### src/rtl/mcs_pkg.sv
package mcs_pkg;
    typedef enum logic [2:0] {
        ST_RUN       = 3'd0,
        ST_TO_RC     = 3'd1,
        ST_OSC_OFF   = 3'd2,
        ST_SLEEP     = 3'd3,
        ST_OSC_START = 3'd4,
        ST_BACK      = 3'd5
    } mcs_state_e;
endpackage

### src/rtl/mcs_rdy_sync.sv
module mcs_rdy_sync #(
    parameter int WIDTH  = 4,
    parameter int STAGES = 2
) (
    input  logic             clk,
    input  logic             rst_n,
    input  logic [WIDTH-1:0] async_in,
    output logic [WIDTH-1:0] sync_out
);
    logic [STAGES-1:0][WIDTH-1:0] stg_d, stg_q;

    always_comb begin
        stg_d[0] = async_in;
        for (int k = 1; k < STAGES; k++) begin
            stg_d[k] = stg_q[k-1];
        end
    end

    always_ff @(posedge clk or negedge rst_n) begin
        if (!rst_n) stg_q <= '0;
        else        stg_q <= stg_d;
    end

    assign sync_out = stg_q[STAGES-1];
endmodule

### src/rtl/mcs_dwell_cnt.sv
module mcs_dwell_cnt #(
    parameter int CYCLES = 3
) (
    input  logic clk,
    input  logic rst_n,
    input  logic run,
    output logic done
);
    localparam int CW = $clog2(CYCLES + 1);
    localparam logic [CW-1:0] LAST = CW'(CYCLES - 1);

    logic [CW-1:0] cnt_d, cnt_q;

    always_comb begin
        if (!run)             cnt_d = '0;
        else if (cnt_q == LAST) cnt_d = cnt_q;
        else                  cnt_d = cnt_q + 1'b1;
    end

    always_ff @(posedge clk or negedge rst_n) begin
        if (!rst_n) cnt_q <= '0;
        else        cnt_q <= cnt_d;
    end

    assign done = run && (cnt_q == LAST);


    cnt_bound_chk: assert property (@(posedge clk) disable iff (!rst_n)
        cnt_q <= LAST);
endmodule

### src/rtl/mcs_src_decode.sv
module mcs_src_decode
    import mcs_pkg::*;
#(
    parameter int NUM_SRC = 4,
    parameter int RC_SRC  = 0,
    parameter int SELW    = 2
) (
    input  mcs_state_e        state,
    input  logic              fast,
    input  logic [SELW-1:0]   live_sel,
    input  logic [SELW-1:0]   saved_sel,
    output logic [SELW-1:0]   mux_sel,
    output logic [NUM_SRC-1:0] osc_en
);
    logic [SELW-1:0] tgt_sel;
    logic            tgt_on;

    always_comb begin
        tgt_sel = (state == ST_RUN) ? live_sel : saved_sel;
        unique case (state)
            ST_RUN, ST_TO_RC, ST_OSC_START, ST_BACK: tgt_on = 1'b1;
            ST_SLEEP:                                tgt_on = fast;
            default:                                 tgt_on = 1'b0;
        endcase
        unique case (state)
            ST_RUN:   mux_sel = live_sel;
            ST_BACK:  mux_sel = saved_sel;
            ST_SLEEP: mux_sel = fast ? saved_sel : SELW'(RC_SRC);
            default:  mux_sel = SELW'(RC_SRC);
        endcase
    end

    for (genvar i = 0; i < NUM_SRC; i++) begin : g_en
        if (i == RC_SRC) begin : g_rc
            assign osc_en[i] = 1'b1;
        end else begin : g_osc
            assign osc_en[i] = tgt_on && (tgt_sel == SELW'(i));
        end
    end
endmodule

### src/rtl/mcs_clk_switcher.sv
module mcs_clk_switcher
    import mcs_pkg::*;
#(
    parameter int NUM_SRC       = 4,
    parameter int RC_SRC        = 0,
    parameter int SWITCH_CYCLES = 3,
    parameter int SYNC_STAGES   = 2,
    localparam int SELW         = $clog2(NUM_SRC)
) (
    input  logic               clk,
    input  logic               rst_n,
    input  logic               sleep_req,
    input  logic               wake_evt,
    input  logic [SELW-1:0]    src_sel,
    input  logic [NUM_SRC-1:0] fast_mask,
    input  logic [NUM_SRC-1:0] osc_rdy,
    output logic [NUM_SRC-1:0] osc_en,
    output logic [SELW-1:0]    mux_sel,
    output logic               busy,
    output logic               cfg_err
);
    typedef struct packed {
        mcs_state_e      state;
        logic [SELW-1:0] saved;
        logic            fast;
        logic            wake_pend;
        logic            cfg_err;
    } ctl_t;

    ctl_t ctl_d, ctl_q;
    logic [NUM_SRC-1:0] rdy_s;
    logic               dwell_run;
    logic               dwell_done;

    mcs_rdy_sync #(.WIDTH(NUM_SRC), .STAGES(SYNC_STAGES)) u_sync (
        .clk      (clk),
        .rst_n    (rst_n),
        .async_in (osc_rdy),
        .sync_out (rdy_s)
    );

    assign dwell_run = (ctl_q.state == ST_TO_RC) || (ctl_q.state == ST_BACK);

    mcs_dwell_cnt #(.CYCLES(SWITCH_CYCLES)) u_dwell (
        .clk   (clk),
        .rst_n (rst_n),
        .run   (dwell_run),
        .done  (dwell_done)
    );

    always_comb begin
        ctl_d = ctl_q;
        unique case (ctl_q.state)
            ST_RUN: begin
                if (sleep_req) begin
                    ctl_d.saved     = src_sel;
                    ctl_d.wake_pend = 1'b0;
                    ctl_d.cfg_err   = (fast_mask != '0) && !fast_mask[src_sel];
                    ctl_d.fast      = fast_mask[src_sel];
                    ctl_d.state     = fast_mask[src_sel] ? ST_SLEEP : ST_TO_RC;
                end
            end
            ST_TO_RC: begin
                if (wake_evt)   ctl_d.wake_pend = 1'b1;
                if (dwell_done) ctl_d.state     = ST_OSC_OFF;
            end
            ST_OSC_OFF: begin
                ctl_d.wake_pend = 1'b0;
                ctl_d.state = (ctl_q.wake_pend || wake_evt) ? ST_OSC_START : ST_SLEEP;
            end
            ST_SLEEP: begin
                if (wake_evt) ctl_d.state = ctl_q.fast ? ST_RUN : ST_OSC_START;
            end
            ST_OSC_START: begin
                if (rdy_s[ctl_q.saved]) ctl_d.state = ST_BACK;
            end
            ST_BACK: begin
                if (dwell_done) ctl_d.state = ST_RUN;
            end
            default: ctl_d.state = ST_RUN;
        endcase
    end

    always_ff @(posedge clk or negedge rst_n) begin
        if (!rst_n) begin
            ctl_q <= '{state: ST_RUN, saved: '0, fast: 1'b0,
                       wake_pend: 1'b0, cfg_err: 1'b0};
        end else begin
            ctl_q <= ctl_d;
        end
    end

    mcs_src_decode #(.NUM_SRC(NUM_SRC), .RC_SRC(RC_SRC), .SELW(SELW)) u_dec (
        .state     (ctl_q.state),
        .fast      (ctl_q.fast),
        .live_sel  (src_sel),
        .saved_sel (ctl_q.saved),
        .mux_sel   (mux_sel),
        .osc_en    (osc_en)
    );

    assign busy    = (ctl_q.state != ST_RUN);
    assign cfg_err = ctl_q.cfg_err;


    rc_always_on_chk: assert property (@(posedge clk) disable iff (!rst_n)
        osc_en[RC_SRC]);


    saved_stable_chk: assert property (@(posedge clk) disable iff (!rst_n)
        (busy && $past(busy)) |-> $stable(ctl_q.saved));


    back_needs_ready_chk: assert property (@(posedge clk) disable iff (!rst_n)
        (ctl_q.state == ST_BACK && $past(ctl_q.state) == ST_OSC_START)
        |-> $past(rdy_s[ctl_q.saved]));


    off_after_dwell_chk: assert property (@(posedge clk) disable iff (!rst_n)
        (ctl_q.state == ST_OSC_OFF) |-> ($past(ctl_q.state) == ST_TO_RC && $past(dwell_done)));


    detour_on_rc_chk: assert property (@(posedge clk) disable iff (!rst_n)
        (ctl_q.state == ST_SLEEP && !ctl_q.fast) |-> (mux_sel == SELW'(RC_SRC)));


    idle_follows_sel_chk: assert property (@(posedge clk) disable iff (!rst_n)
        !busy |-> (mux_sel == src_sel));
endmodule

### config.mk
export PLATFORM = sky130hd
export DESIGN_NAME = mcs_clk_switcher
export DESIGN_NICKNAME = d
export VERILOG_FILES = /design/src/rtl/mcs_pkg.sv /design/src/rtl/mcs_rdy_sync.sv /design/src/rtl/mcs_dwell_cnt.sv /design/src/rtl/mcs_src_decode.sv /design/src/rtl/mcs_clk_switcher.sv
export SDC_FILE = /design/constraint.sdc
export NUM_CORES = 1
export LEC_CHECK = 0
export BUFFER_PORTS_ARGS = -buffer_cell sky130_fd_sc_hd__buf_4
export CORE_ASPECT_RATIO = 1.5
export CORE_MARGIN = 5
export CORE_UTILIZATION = 40
export CTS_CLUSTER_DIAMETER = 200
export CTS_CLUSTER_SIZE = 10
export DETAILED_ROUTE_END_ITERATION = 7
export PLACE_DENSITY = 0.64
export SYNTH_ARGS = -nofsm -noshare
export SYNTH_HDL_FRONTEND = slang
export SYNTH_SLANG_ARGS = --single-unit
### constraint.sdc
create_clock -name clk -period 1.5 [get_ports clk]
set_input_delay 0.15 -clock clk [delete_from_list [all_inputs] [get_ports clk]]
set_output_delay 0.15 -clock clk [all_outputs]
set_load 0.1 [all_outputs]
==> impl_metrics.py <==
metrics = {
    "timing": {
        "fin_crit_ns": 1.90,
        "finalCritPeriodShare": 1.27,
        "postLayoutSetupSlackWorst_ns": -0.401,
        "setup_viol": 9,
        "rsz0062_at_grt": "yes",
        "whs_ns": 0.154,
        "fmax_mhz": 526,
        "skew_ns": 0.00476,
        "finalHoldViolCount": 0,
        "slew_violations": 0,
    },
    "finish": {
        "fillers": 180,
        "final_cells": 153,
        "antenna_cells": 0,
        "nNetsFinal": 146,
        "area_delta_synth_final_pct": 59.7,
        "drive_above_1_share": 0.523,
    },
    "route": {
        "met1_length_um": 829,
        "vias": 830,
        "postRouteAntennaNets": 0,
        "first_pass_iters": 4,
        "wl_met2_um": 1400,
        "drt-initial-drc-count": 17,
        "highest_layer": "met4",
        "drc": 0,
        "routed_wirelength_um": 2360,
        "via_per_inst": 5.42,
        "wl_met3_um": 84,
        "wl_per_cell_um": 15.4,
    },
    "setup_path": {
        "crit_end": "osc_en[1]",
        "path_class": "flop to output pin",
        "required_ns": 1.35,
        "r2r_cells": 3,
        "r2r-start": "ctl_q[6]",
        "regToRegEndpoint": "ctl_q[4]",
        "critPathLaunch": "ctl_q[5]",
        "ff2ff_setup_slack_ns": -0.11,
        "endpoint_kind": "output pin",
        "cp_max_fo": 4,
        "crit_arrival_ns": 1.75,
        "start_kind": "flop",
    },
    "floorplanning": {
        "die_y_um": 70.1,
        "ioPinCount": 22,
        "fp.dieW_um": 50.1,
        "dieArea_mm2": 0.00351,
        "initial_core_util": 0.422,
        "rows": 21,
        "core_mm2": 0.00229,
    },
    "clock_network": {
        "clkTransAtPathRegs_ns": 0.10,
        "cts_made_buffers": 3,
        "cts_tree": "built",
        "htree_levels": 1,
        "clock_path_buffers": 2,
        "cts-root-buf": "clkbuf_4",
        "clock_latency_ns": 0.29,
        "clkSinkCount": 18,
    },
    "pwr": {
        "powerDensity_mw_per_mm2": 2420,
        "power_mw": 3.72,
        "peakVddDrop_mv": 1.51,
        "p_leak_nw": 0.668,
    },
    "yosys": {
        "synth.cell_area_um2": 965,
        "synth_cell_types": 38,
        "synthCells": 93,
        "syn-num-nets": 108,
        "synth_seq_cells": 18,
        "synth_warnings": 0,
        "syn_avg_cell_area_um2": 10.4,
        "synth_seq_area_share": 0.467,
    },
    "placement": {
        "place_congestion": 0.739,
        "dp.cells": 144,
        "post-dp-hpwl_um": 1730,
        "port_buffers": 20,
    },
    "global_routing": {
        "track_usage": 0.152,
        "grt_start_max_net_pins": 19,
        "antenna_found_initial": 0,
        "grt-ovfl-total": 0,
        "grt_first_pass_wirelength_um": 4150,
        "grt_pass1_vias": 929,
    },
    "status": {
        "violations": "setup timing",
        "status": "finished, violations left",
    },
    "min_path": {
        "hold_class": "input port to flop",
    },
    "flow_run": {
        "drv_cap": 0,
    },
}
==> synth_stat cells <==
cell type   n  area [um2]
or3b_2      3        26.3
ha_1        1        12.5
nand4_1     1        6.26
nor3_1      2        10.0
a21boi_0    1        7.51
o31a_1      1        8.76
nor3b_1     1        7.51
dfrtp_1    18         450
buf_6       2        22.5
conb_1      1        3.75
and2_1      1        6.26
nand2_1     5        18.8
a21oi_1     8        40.0
o31ai_1     1        7.51
a41oi_1     1        8.76
a22oi_1     1        7.51
o21ai_0     6        30.0
a32oi_1     1        8.76
buf_4       1        7.51
and3b_1     1        8.76
or3_1       1        6.26
nor2b_1     3        18.8
buf_2       1        5.00
nor2_1      4        15.0
nand3b_1    1        7.51
clkbuf_1    3        11.3
a21o_1      2        15.0
xor2_1      1        8.76
o221ai_1    1        8.76
nand3_1     3        15.0
or4b_4      1        13.8
mux2i_1     1        10.0
nor4_1      1        6.26
inv_1       4        15.0
mux4_2      2        45.0
nand2b_1    4        25.0
mux2_4      2        30.0
a31o_2      1        8.76
==> how the worst min path moves through the flow <==
stage                          start         endpoint  cells after the start
after floorplan                rst_n          cfg_err                      0
after global placement         rst_n  u_sync.stg_d[4]                      1
after detailed placement       rst_n  u_sync.stg_d[4]                      1
after CTS                 src_sel[1]         ctl_q[4]                      2
after global routing      src_sel[1]         ctl_q[4]                      2
final                     src_sel[1]         ctl_q[4]                      2
==> cell families after synthesis <==
family,count (synthesis),share of synthesized area
AO/OA/AOI/OAI,24,0.157
buffers and inverters,11,0.0635
multiplexers,5,0.0882
flip-flops,18,0.467
XOR/XNOR,1,0.00908
other,1,0.00389
adder cells (fa/ha/maj),1,0.0130
AND/OR/NAND/NOR,32,0.198
==> routing by layer <==
metal	up-vias	GRT usage
met3	4	0.0255
met5	-	0
met1	406	0.164
met4	0	0.0787
li1	403	-
met2	17	0.270
==> power by group <==
part           internal [mW]  total [mW]  switching, mW
clock                  0.148       0.287          0.139
combinational           1.15        2.64           1.50
sequential             0.622       0.789          0.168
==> flip-flops by register name, indices dropped and copies added (netlist names) <==
register / count
u_dwell.cnt_q: 2
u_sync.stg_d: 4
cfg_err: 1
ctl_q: 7
u_sync.sync_out: 4
==> worst max-delay path, stage by stage (launching register included) <==
cell,delay [ns]
dfrtp_2,0.46
or3b_4,0.43
a21o_4,0.24
a21boi_4,0.15
buf_12,0.19
==> final cells by class <==
cell class	instances	area (um2)	area share
inverter	4	15.0	0.00975
timing repair buffer	40	410	0.266
tap	23	28.8	0.0187
sequential	18	455	0.296
multi-input combinational	64	594	0.386
clock buffer	4	36.3	0.0236
==> cells in the final DEF, fill, tap and decap left out, types with 3 or more instances in the layout <==
master | netlist | layout
o21ai_0 | 6 | 4
nand2_1 | 5 | 5
buf_4 | 1 | 23
nor2_1 | 4 | 4
nand2b_1 | 4 | 4
dfrtp_1 | 18 | 14
clkbuf_4 | 0 | 3
nand3_1 | 3 | 3
a21oi_1 | 8 | 5
dfrtp_2 | 0 | 4
inv_1 | 4 | 3
buf_6 | 2 | 6
dlygate4sd3_1 | 0 | 5
buf_12 | 0 | 6
==> per-stage QoR <==
stage / TNS, ns / cell area, um2 / utilization / setup slack, ns
finish: -1.92 / 1540 / 0.674 / -0.401
global route: -2.42 / 1540 / 0.674 / -0.461
CTS: -2.00 / 1520 / 0.664 / -0.390
detailed placement: -1.16 / 1310 / 0.572 / -0.218
global placement: -0.997 / 1310 / 0.572 / -0.201
floorplan: -1.14 / 1080 / - / -0.325
==> repair_timing <==
action | 4_1_cts | 5_1_grt
endpoints found under the hold margin | 22 | 0
resized for setup | 33 | 6
setup endpoints to repair | 10 | 10
hold buffers | 5 | 0
setup buffers | 1 | 0
pin swaps | 6 | 1
Power figures use the tool's default switching activity.
